===== config.mk =====
export PLATFORM = sky130hd
export DESIGN_NAME = ivt_alarm
export DESIGN_NICKNAME = d
export VERILOG_FILES = /design/src/rtl/ivt_pkg.sv /design/src/rtl/ivt_tick_sel.sv /design/src/rtl/ivt_cfg.sv /design/src/rtl/ivt_counter.sv /design/src/rtl/ivt_flag.sv /design/src/rtl/ivt_alarm.sv
export SDC_FILE = /design/constraint.sdc
export NUM_CORES = 1
export LEC_CHECK = 0
export BUFFER_PORTS_ARGS = -buffer_cell sky130_fd_sc_hd__buf_2
export CAP_MARGIN = 15
export CORE_MARGIN = 2
export CORE_UTILIZATION = 50
export CTS_CLUSTER_DIAMETER = 30
export DETAILED_ROUTE_END_ITERATION = 6
export PLACE_DENSITY = 0.83
export SLEW_MARGIN = 5
export SYNTH_ARGS = -nofsm -noshare
export SYNTH_HDL_FRONTEND = slang
export SYNTH_SLANG_ARGS = --single-unit

===== constraint.sdc =====
create_clock -name clk -period 1.72 [get_ports clk]
set_clock_uncertainty 0.15 [all_clocks]
set_input_delay 0.516 -clock clk [delete_from_list [all_inputs] [get_ports clk]]
set_output_delay 0.516 -clock clk [all_outputs]
set_load 0.05 [all_outputs]

===== src/rtl/ivt_pkg.sv =====
// Package: shared constants for the interval timer alarm.
// Holds the register address codes and the control word bit positions
// used by both the register block and anything that decodes it.
package ivt_pkg;

    // Register addresses
    localparam logic ADDR_CTRL = 1'b0;
    localparam logic ADDR_IVAL = 1'b1;

    // Control word field positions
    localparam int F_EN     = 0;
    localparam int F_MODE   = 1;
    localparam int F_SEL_LO = 2;
    localparam int F_IE     = 4;
    localparam int F_FLAG   = 5;

    // Defaults for the top level
    localparam int DEF_CNT_W   = 8;
    localparam int DEF_NUM_SRC = 4;

endpackage


===== src/rtl/ivt_tick_sel.sv =====
// Module: ivt_tick_sel
// Picks one of NUM_SRC tick pulses by an index.
// Assumes the ticks are single-cycle pulses already on the block clock.
// An index outside the source range selects nothing.
module ivt_tick_sel #(
    parameter int NUM_SRC = 4,
    parameter int SEL_W   = 2
) (
    input  logic [NUM_SRC-1:0] ticks,
    input  logic [SEL_W-1:0]   sel,
    output logic               tick
);

    logic [NUM_SRC-1:0] gated;

    // One gate per source: pass its pulse only when it is the selected one
    for (genvar g = 0; g < NUM_SRC; g++) begin : g_src
        assign gated[g] = ticks[g] & (sel == SEL_W'(g));
    end

    // Merge the gated pulses; at most one can be active
    assign tick = |gated;

endmodule


===== src/rtl/ivt_cfg.sv =====
// Module: ivt_cfg
// Register port and staging logic for the interval timer.
// Enable, select and interval are written into staging registers and
// applied on the sync pulse. Mode and interrupt enable act at once.
// Assumes DATA_W is at least 6 so that the control word fits.
module ivt_cfg
    import ivt_pkg::*;
#(
    parameter int DATA_W = 8,
    parameter int SEL_W  = 2
) (
    input  logic              clk,
    input  logic              rst_n,
    input  logic              sync_tick,
    input  logic              reg_we,
    input  logic              reg_addr,
    input  logic [DATA_W-1:0] reg_wdata,
    input  logic              flag,
    output logic [DATA_W-1:0] reg_rdata,
    output logic              en_act,
    output logic [SEL_W-1:0]  sel_act,
    output logic [DATA_W-1:0] ival_act,
    output logic              oneshot,
    output logic              irq_en
);

    logic              en_stg;
    logic [SEL_W-1:0]  sel_stg;
    logic [DATA_W-1:0] ival_stg;

    // Capture software writes into the staging and immediate registers
    always_ff @(posedge clk) begin
        if (!rst_n) begin
            en_stg   <= 1'b0;
            sel_stg  <= '0;
            ival_stg <= '0;
            oneshot  <= 1'b0;
            irq_en   <= 1'b0;
        end else if (reg_we) begin
            if (reg_addr == ADDR_CTRL) begin
                en_stg  <= reg_wdata[F_EN];
                oneshot <= reg_wdata[F_MODE];
                sel_stg <= reg_wdata[F_SEL_LO +: SEL_W];
                irq_en  <= reg_wdata[F_IE];
            end else begin
                ival_stg <= reg_wdata;
            end
        end
    end

    // Apply the staged settings on the synchronising pulse
    always_ff @(posedge clk) begin
        if (!rst_n) begin
            en_act   <= 1'b0;
            sel_act  <= '0;
            ival_act <= '0;
        end else if (sync_tick) begin
            en_act   <= en_stg;
            sel_act  <= sel_stg;
            ival_act <= ival_stg;
        end
    end

    // Build read data for the addressed register
    always_comb begin
        reg_rdata = '0;
        if (reg_addr == ADDR_CTRL) begin
            reg_rdata[F_EN]                = en_act;
            reg_rdata[F_MODE]              = oneshot;
            reg_rdata[F_SEL_LO +: SEL_W]   = sel_stg;
            reg_rdata[F_IE]                = irq_en;
            reg_rdata[F_FLAG]              = flag;
        end else begin
            reg_rdata = ival_stg;
        end
    end

endmodule


===== src/rtl/ivt_counter.sv =====
// Module: ivt_counter
// Interval counter with repeat and one-shot modes.
// An alarm event fires on a tick that finds the count equal to the
// interval. Repeat mode restarts from zero; one-shot mode parks the
// counter until the enable drops. Assumes the interval is stable
// between sync pulses.
module ivt_counter #(
    parameter int CNT_W = 8
) (
    input  logic             clk,
    input  logic             rst_n,
    input  logic             en,
    input  logic             oneshot,
    input  logic             tick,
    input  logic [CNT_W-1:0] ival,
    output logic [CNT_W-1:0] cnt,
    output logic             held,
    output logic             hit
);

    // Alarm event: enabled, not parked, selected tick, count at interval
    assign hit = en & ~held & tick & (cnt == ival);

    // Advance, restart or park the counter
    always_ff @(posedge clk) begin
        if (!rst_n || !en) begin
            cnt  <= '0;
            held <= 1'b0;
        end else if (hit) begin
            cnt  <= '0;
            held <= oneshot;
        end else if (tick && !held) begin
            cnt  <= cnt + CNT_W'(1);
        end
    end

endmodule


===== src/rtl/ivt_flag.sv =====
// Module: ivt_flag
// Sticky alarm flag. Set by an event, cleared by the software strobe.
// An event in the same cycle as a clear takes priority.
module ivt_flag (
    input  logic clk,
    input  logic rst_n,
    input  logic set_ev,
    input  logic clr,
    output logic flag
);

    // Hold the flag until cleared; a new event beats the clear
    always_ff @(posedge clk) begin
        if (!rst_n) begin
            flag <= 1'b0;
        end else if (set_ev) begin
            flag <= 1'b1;
        end else if (clr) begin
            flag <= 1'b0;
        end
    end

endmodule


===== src/rtl/ivt_alarm.sv =====
// Module: ivt_alarm (top)
// Interval timer alarm: a selectable tick source drives an interval
// counter, and matches set a sticky flag that feeds the interrupt
// request. Assumes tick_src and sync_tick are single-cycle pulses
// on clk, and that NUM_SRC is at most 4 so the select fits its field.
module ivt_alarm
    import ivt_pkg::*;
#(
    parameter int CNT_W   = DEF_CNT_W,
    parameter int NUM_SRC = DEF_NUM_SRC
) (
    input  logic               clk,
    input  logic               rst_n,
    input  logic               sync_tick,
    input  logic [NUM_SRC-1:0] tick_src,
    input  logic               reg_we,
    input  logic               reg_addr,
    input  logic [CNT_W-1:0]   reg_wdata,
    output logic [CNT_W-1:0]   reg_rdata,
    input  logic               flag_clr,
    output logic               irq
);

    localparam int SEL_W = (NUM_SRC > 1) ? $clog2(NUM_SRC) : 1;

    logic             en_act;
    logic [SEL_W-1:0] sel_act;
    logic [CNT_W-1:0] ival_act;
    logic             oneshot;
    logic             irq_en;
    logic             tick_sel;
    logic [CNT_W-1:0] cnt;
    logic             held;
    logic             hit;
    logic             flag;

    ivt_cfg #(
        .DATA_W (CNT_W),
        .SEL_W  (SEL_W)
    ) u_cfg (
        .clk       (clk),
        .rst_n     (rst_n),
        .sync_tick (sync_tick),
        .reg_we    (reg_we),
        .reg_addr  (reg_addr),
        .reg_wdata (reg_wdata),
        .flag      (flag),
        .reg_rdata (reg_rdata),
        .en_act    (en_act),
        .sel_act   (sel_act),
        .ival_act  (ival_act),
        .oneshot   (oneshot),
        .irq_en    (irq_en)
    );

    ivt_tick_sel #(
        .NUM_SRC (NUM_SRC),
        .SEL_W   (SEL_W)
    ) u_sel (
        .ticks (tick_src),
        .sel   (sel_act),
        .tick  (tick_sel)
    );

    ivt_counter #(
        .CNT_W (CNT_W)
    ) u_cnt (
        .clk     (clk),
        .rst_n   (rst_n),
        .en      (en_act),
        .oneshot (oneshot),
        .tick    (tick_sel),
        .ival    (ival_act),
        .cnt     (cnt),
        .held    (held),
        .hit     (hit)
    );

    ivt_flag u_flag (
        .clk    (clk),
        .rst_n  (rst_n),
        .set_ev (hit),
        .clr    (flag_clr),
        .flag   (flag)
    );

    // Request is pending while the flag is up and interrupts are enabled
    assign irq = flag & irq_en;

endmodule


Word level (Yosys, flattened, before mapping)
Cells that the tools add are included.
{ "word_totals": {"ff_bits": 34, "in_bits": 18, "out_inout_bits": 9, "word_cells": 41} }
{ "classes": {"n_addsub": 1, "n_eq_ne": 4, "muxes": 4, "n_bitwise": 10, "n_reduce_logical": 11} }
{ "op_table": {"columns": ["cell", "count"], "rows": [
  ["8-bit by 1-bit adder with 8-bit output (second input constant)", 1],
  ["1-bit AND", 8],
  ["8-bit equality test", 1],
  ["6-bit 2-to-1 mux", 1],
  ["2-bit equality test (second input constant)", 2],
  ["2-bit AND reduction", 2],
  ["4-bit OR reduction", 1],
  ["1-bit zero test", 3],
  ["2-bit by 1-bit equality test with 1-bit output (second input constant)", 1],
  ["2-bit zero test", 1],
  ["1-bit 2-to-1 mux", 2],
  ["2-bit 2-to-1 mux", 1],
  ["1-bit NOT", 2],
  ["2-bit nonzero test", 1],
  ["2-bit OR reduction", 1],
  ["1-bit logical AND", 1],
  ["1-bit logical OR", 1]
]} }

Logic depth before layout (Yosys ltp)
{ "depth": {"word_depth": 6, "depth_mapped": 5, "depth_no_buf": 5} }

By module
Synthesis repeated with hierarchy kept, for this count alone.
{ "unflattened": {"cells_unflattened": 156, "area_unflattened_um2": 1586.5} }
{ "by_module_without_submodules": {"columns": ["mod", "instances", "cells_each", "area_per_inst_um2", "seq_area_each_um2"], "rows": [
  ["ivt_cfg", 1, 97, 1014.7, 480.5],
  ["ivt_counter", 1, 54, 501.7, 180.2],
  ["ivt_flag", 1, 3, 41.3, 20.0],
  ["ivt_tick_sel", 1, 1, 22.5, 0.0],
  ["ivt_alarm", 1, 1, 6.3, 0.0]
]} }

Worst setup path after synthesis
Ideal clock, no wire load.
{ "synth_timing": {"path_kind": "in2out", "startpoint": "input reg_addr", "endpoint": "output reg_rdata[6]", "arrival_time_ns": 1.544, "required_ns": 1.054, "setup_slack_ns": -0.490, "path_stages": 3, "path_buffers": 2, "cell_sequence": "clkbuf_1 -> clkbuf_1 -> and2_1"} }
{ "synth_via": {"elab_chain_len": 1} }
{ "synth_rtl": {"columns": ["item", "line", "source"], "rows": [
  ["from (decl)", "ivt_alarm.sv:17", "input logic reg_addr,"],
  ["2-bit 2-to-1 mux", "ivt_cfg.sv:67", "if (reg_addr == ADDR_CTRL) begin"],
  ["to (decl)", "ivt_alarm.sv:19", "output logic [CNT_W-1:0] reg_rdata,"]
]} }
Every way passes these cells.

Worst setup path after layout
{ "layout_timing": {"startpoint": "register u_cfg.en_act", "endpoint": "output reg_rdata[0]"} }
{ "layout_via": {"elab_chain_len": 1} }
{ "layout_rtl": {"columns": ["item", "line", "source"], "rows": [
  ["from (decl)", "ivt_cfg.sv:20", "output logic en_act,"],
  ["from (signal assigned)", "ivt_cfg.sv:58", "en_act <= en_stg;"],
  ["6-bit 2-to-1 mux", "ivt_cfg.sv:67", null]
]} }
Every way passes these cells.

==> impl_metrics.env <==
export IMPL_status="finished, violations left"
export IMPL_violations="negative setup slack"
export IMPL_cts_hold_buf=0
export IMPL_initial_core_util_pct=51.36
export IMPL_grt_max_degree=26
export IMPL_syn_area_per_cell_sq_um=9.292
export IMPL_boundaryPins=27
export IMPL_cts_buffers=5
export IMPL_startpoint_type="register"
export IMPL_worstHoldPathCells=3
export IMPL_wl_per_cell_um=16.41
export IMPL_synth_area_sq_um=1700
export IMPL_grt_usage_pct=23.63
export IMPL_finalCritPeriodShare_pct=104.2
export IMPL_io_buffers=26
export IMPL_crit_arrival_ns=1.13
export IMPL_finalSetupViolCount=6
export IMPL_via_count=1597
export IMPL_drive_gt1_share_pct=39.39
export IMPL_maxCapViolCount=0
export IMPL_rsz0062_at_grt="yes"
export IMPL_r2r_end="u_cnt.cnt[4]"
export IMPL_die_h_um=62.32
export IMPL_critPathCaptureType="primary output"
export IMPL_drt_pass1_iterations=4
export IMPL_power_w=0.001562
export IMPL_clkTransAtPathRegs_ns=0.11
export IMPL_final_instance_count_excl_fill=277
export IMPL_reg2reg_from="u_cfg.sel_act[0]"
export IMPL_postSynthCellCount=183
export IMPL_grt_pass1_vias=1619
export IMPL_die_w_um=62.32
export IMPL_yosys_warnings=0
export IMPL_finalHoldViolations=0
export IMPL_htreeDepth=2
export IMPL_holdPathEnd="u_cfg.ival_stg[6]"
export IMPL_dr_first_iter_drc_count=83
export IMPL_fmaxAchievable_ghz=0.5581
export IMPL_layout_min_cycle_time_ns=1.792
export IMPL_grt_antenna_before_repair=0
export IMPL_syn_nets=202
export IMPL_multi_input_area_sq_um=1026
export IMPL_dpl_cell_count=259
export IMPL_layout_common_cells="buf_4 (25), nand2_1 (21), nor2b_1 (19)"
export IMPL_via_per_inst=5.765
export IMPL_hp_class="input port to register"
export IMPL_grt_pass1_wl_um=7403
export IMPL_synth_seq_cells=34
export IMPL_maxSlewViolCount=0
export IMPL_routed_wl_um=4545
export IMPL_core_area_sq_um=3311
export IMPL_tightestPinTransition_ns=0.4119
export IMPL_fillerInstances=228
export IMPL_gp_congestion=0.8151
export IMPL_fp_dieArea_sq_um=3883
export IMPL_ir_worst_vdd_mv=0.6423
export IMPL_cts_tree="done"
export IMPL_clockBufferDepth=2
export IMPL_grt_overflow=0
export IMPL_clock_latency_ns=0.34
export IMPL_n_antenna_cell=0
export IMPL_cts_root_buffer="clkbuf_4"
export IMPL_drcViolationCount=0
export IMPL_clock_sink_count=34
export IMPL_row_count=21
export IMPL_worstSetupPathType="register to primary output"
export IMPL_hpwl_um=2799
export IMPL_rrSetupSlack_ns=0.03
export IMPL_ff2ff_path_depth=4
export IMPL_p_per_area_nw_per_um2=687.3
export IMPL_syn2layout_area_growth_pct=33.70
export IMPL_min_from="reg_wdata[6]"
export IMPL_synth_cell_types=34
export IMPL_ys_seq_area_share_pct=40.03
export IMPL_drtAntennaViolNets=0
export IMPL_seqCellArea_sq_um=704.4
export IMPL_p_leak_nw=0.9217
export IMPL_slew_headroom_pct=72.28
export IMPL_layout_commonest_cell="buf_4"
export IMPL_crit_path_max_fanout=2
export IMPL_required_ns=1.05
export IMPL_nets=249
export IMPL_setup_ws_ns=-0.07179
==> synthesized netlist by cell type, drive strengths merged <==
cell type,number,area (sq um)
nor4,2,12.51
xnor2,8,70.07
o311ai,7,61.31
inv,1,3.750
nand3,15,75.07
and2,4,25.02
a21oi,2,10.01
a21boi,8,60.06
dfxtp,34,680.7
nand2b,1,8.760
mux2i,17,170.2
clkbuf,8,31.28
o21a,3,22.52
and4,1,8.760
o31ai,1,7.510
nand2,21,78.83
nand4b,1,8.760
or4,2,15.01
o211ai,4,30.03
a211oi,1,7.510
buf,4,26.28
a2111oi,1,8.760
nor3,3,15.01
and3,2,12.51
nor2,1,3.750
mux2,6,67.56
a31oi,1,6.260
nand4,2,12.51
ha,1,12.51
mux4,1,22.52
nor2b,20,125.1
==> critical path, stage by stage, from the launching register on <==
cell	delay, ns
dfxtp_4	0.37
mux2_4	0.27
buf_6	0.15
==> registers in the layout (all words and copies together), names as in the netlist, 2 cells and up <==
name and cells:
u_cfg.ival_stg 8, u_cfg.sel_act 2, u_cfg.ival_act 8, u_cfg.sel_stg 2, u_cnt.cnt 8
==> layout make-up <==
cell class | instances | share of cell area, %
clock buffers | 6 | 2.256
clock inverters | 2 | 0.5504
inverters | 1 | 0.1651
multi-input cells | 137 | 45.13
flip-flops and latches | 34 | 30.99
well taps | 46 | 2.532
repair buffers | 51 | 18.38
==> routing by layer <==
layer  GRT usage (%)  wire length, um  share of wire, %  vias up
met3           4.529              226               5.0       17
met5               0                0                 0        -
li1                -                -                 -      761
met1           26.09             1803                40      751
met4           9.444              131               2.9        0
met2           44.29             2383                52       68
==> power by group <==
part | internal (W) | switching (W) | leakage, nW
sequential | 0.000809 | 0.0000169 | 0.284
combinational | 0.000126 | 0.000134 | 0.603
clock | 0.000196 | 0.000280 | 0.0343
==> metrics by stage <==
step | hold slack [ns] | TNS, ns | worst slack [ns] | area (sq um) | util, %
2_1_floorplan | 0.3058 | -0.02833 | -0.01773 | 1760 | -
3_3_place_gp | 0.3264 | -2.681 | -0.2585 | 1991 | 60.13
3_5_place_dp | 0.3303 | -2.800 | -0.2651 | 1991 | 60.13
4_1_cts | 0.2746 | -0.2932 | -0.07544 | 2213 | 66.86
5_1_grt | 0.3059 | -0.6509 | -0.1091 | 2273 | 68.67
6_report | 0.2932 | -0.3121 | -0.07179 | 2273 | 68.67
==> what timing repair did <==
item	4_1_cts	5_1_grt
pin swaps	0	3
gates resized for setup	34	15
buffers inserted	5	3
cloned	1	1
setup endpoints to repair	11	17
==> cells by family (layout without fill, tap and decap cells) <==
kind of cell	count (synthesis)	after routing	share of synthesized area [%]
compound gates	28	28	12.58
xor+xnor	8	8	4.121
fa+ha+maj	1	1	0.7357
buf+inv	13	60	3.606
flops	34	34	40.03
mux	24	24	15.30
simple gates	75	76	23.62
==> worst max-delay path by stage <==
stage,start,endpoint,slack [ns],cells past startpoint
after floorplan,tick_src[1],u_cnt.cnt[6],-0.02,5
after global placement,reg_addr,reg_rdata[1],-0.26,3
after detailed placement,reg_addr,reg_rdata[2],-0.27,3
after CTS,u_cfg.en_act,reg_rdata[0],-0.08,2
after global routing,u_cfg.en_act,reg_rdata[0],-0.11,2
final,u_cfg.en_act,reg_rdata[0],-0.07,2
Power figures use the tool's default switching activity.
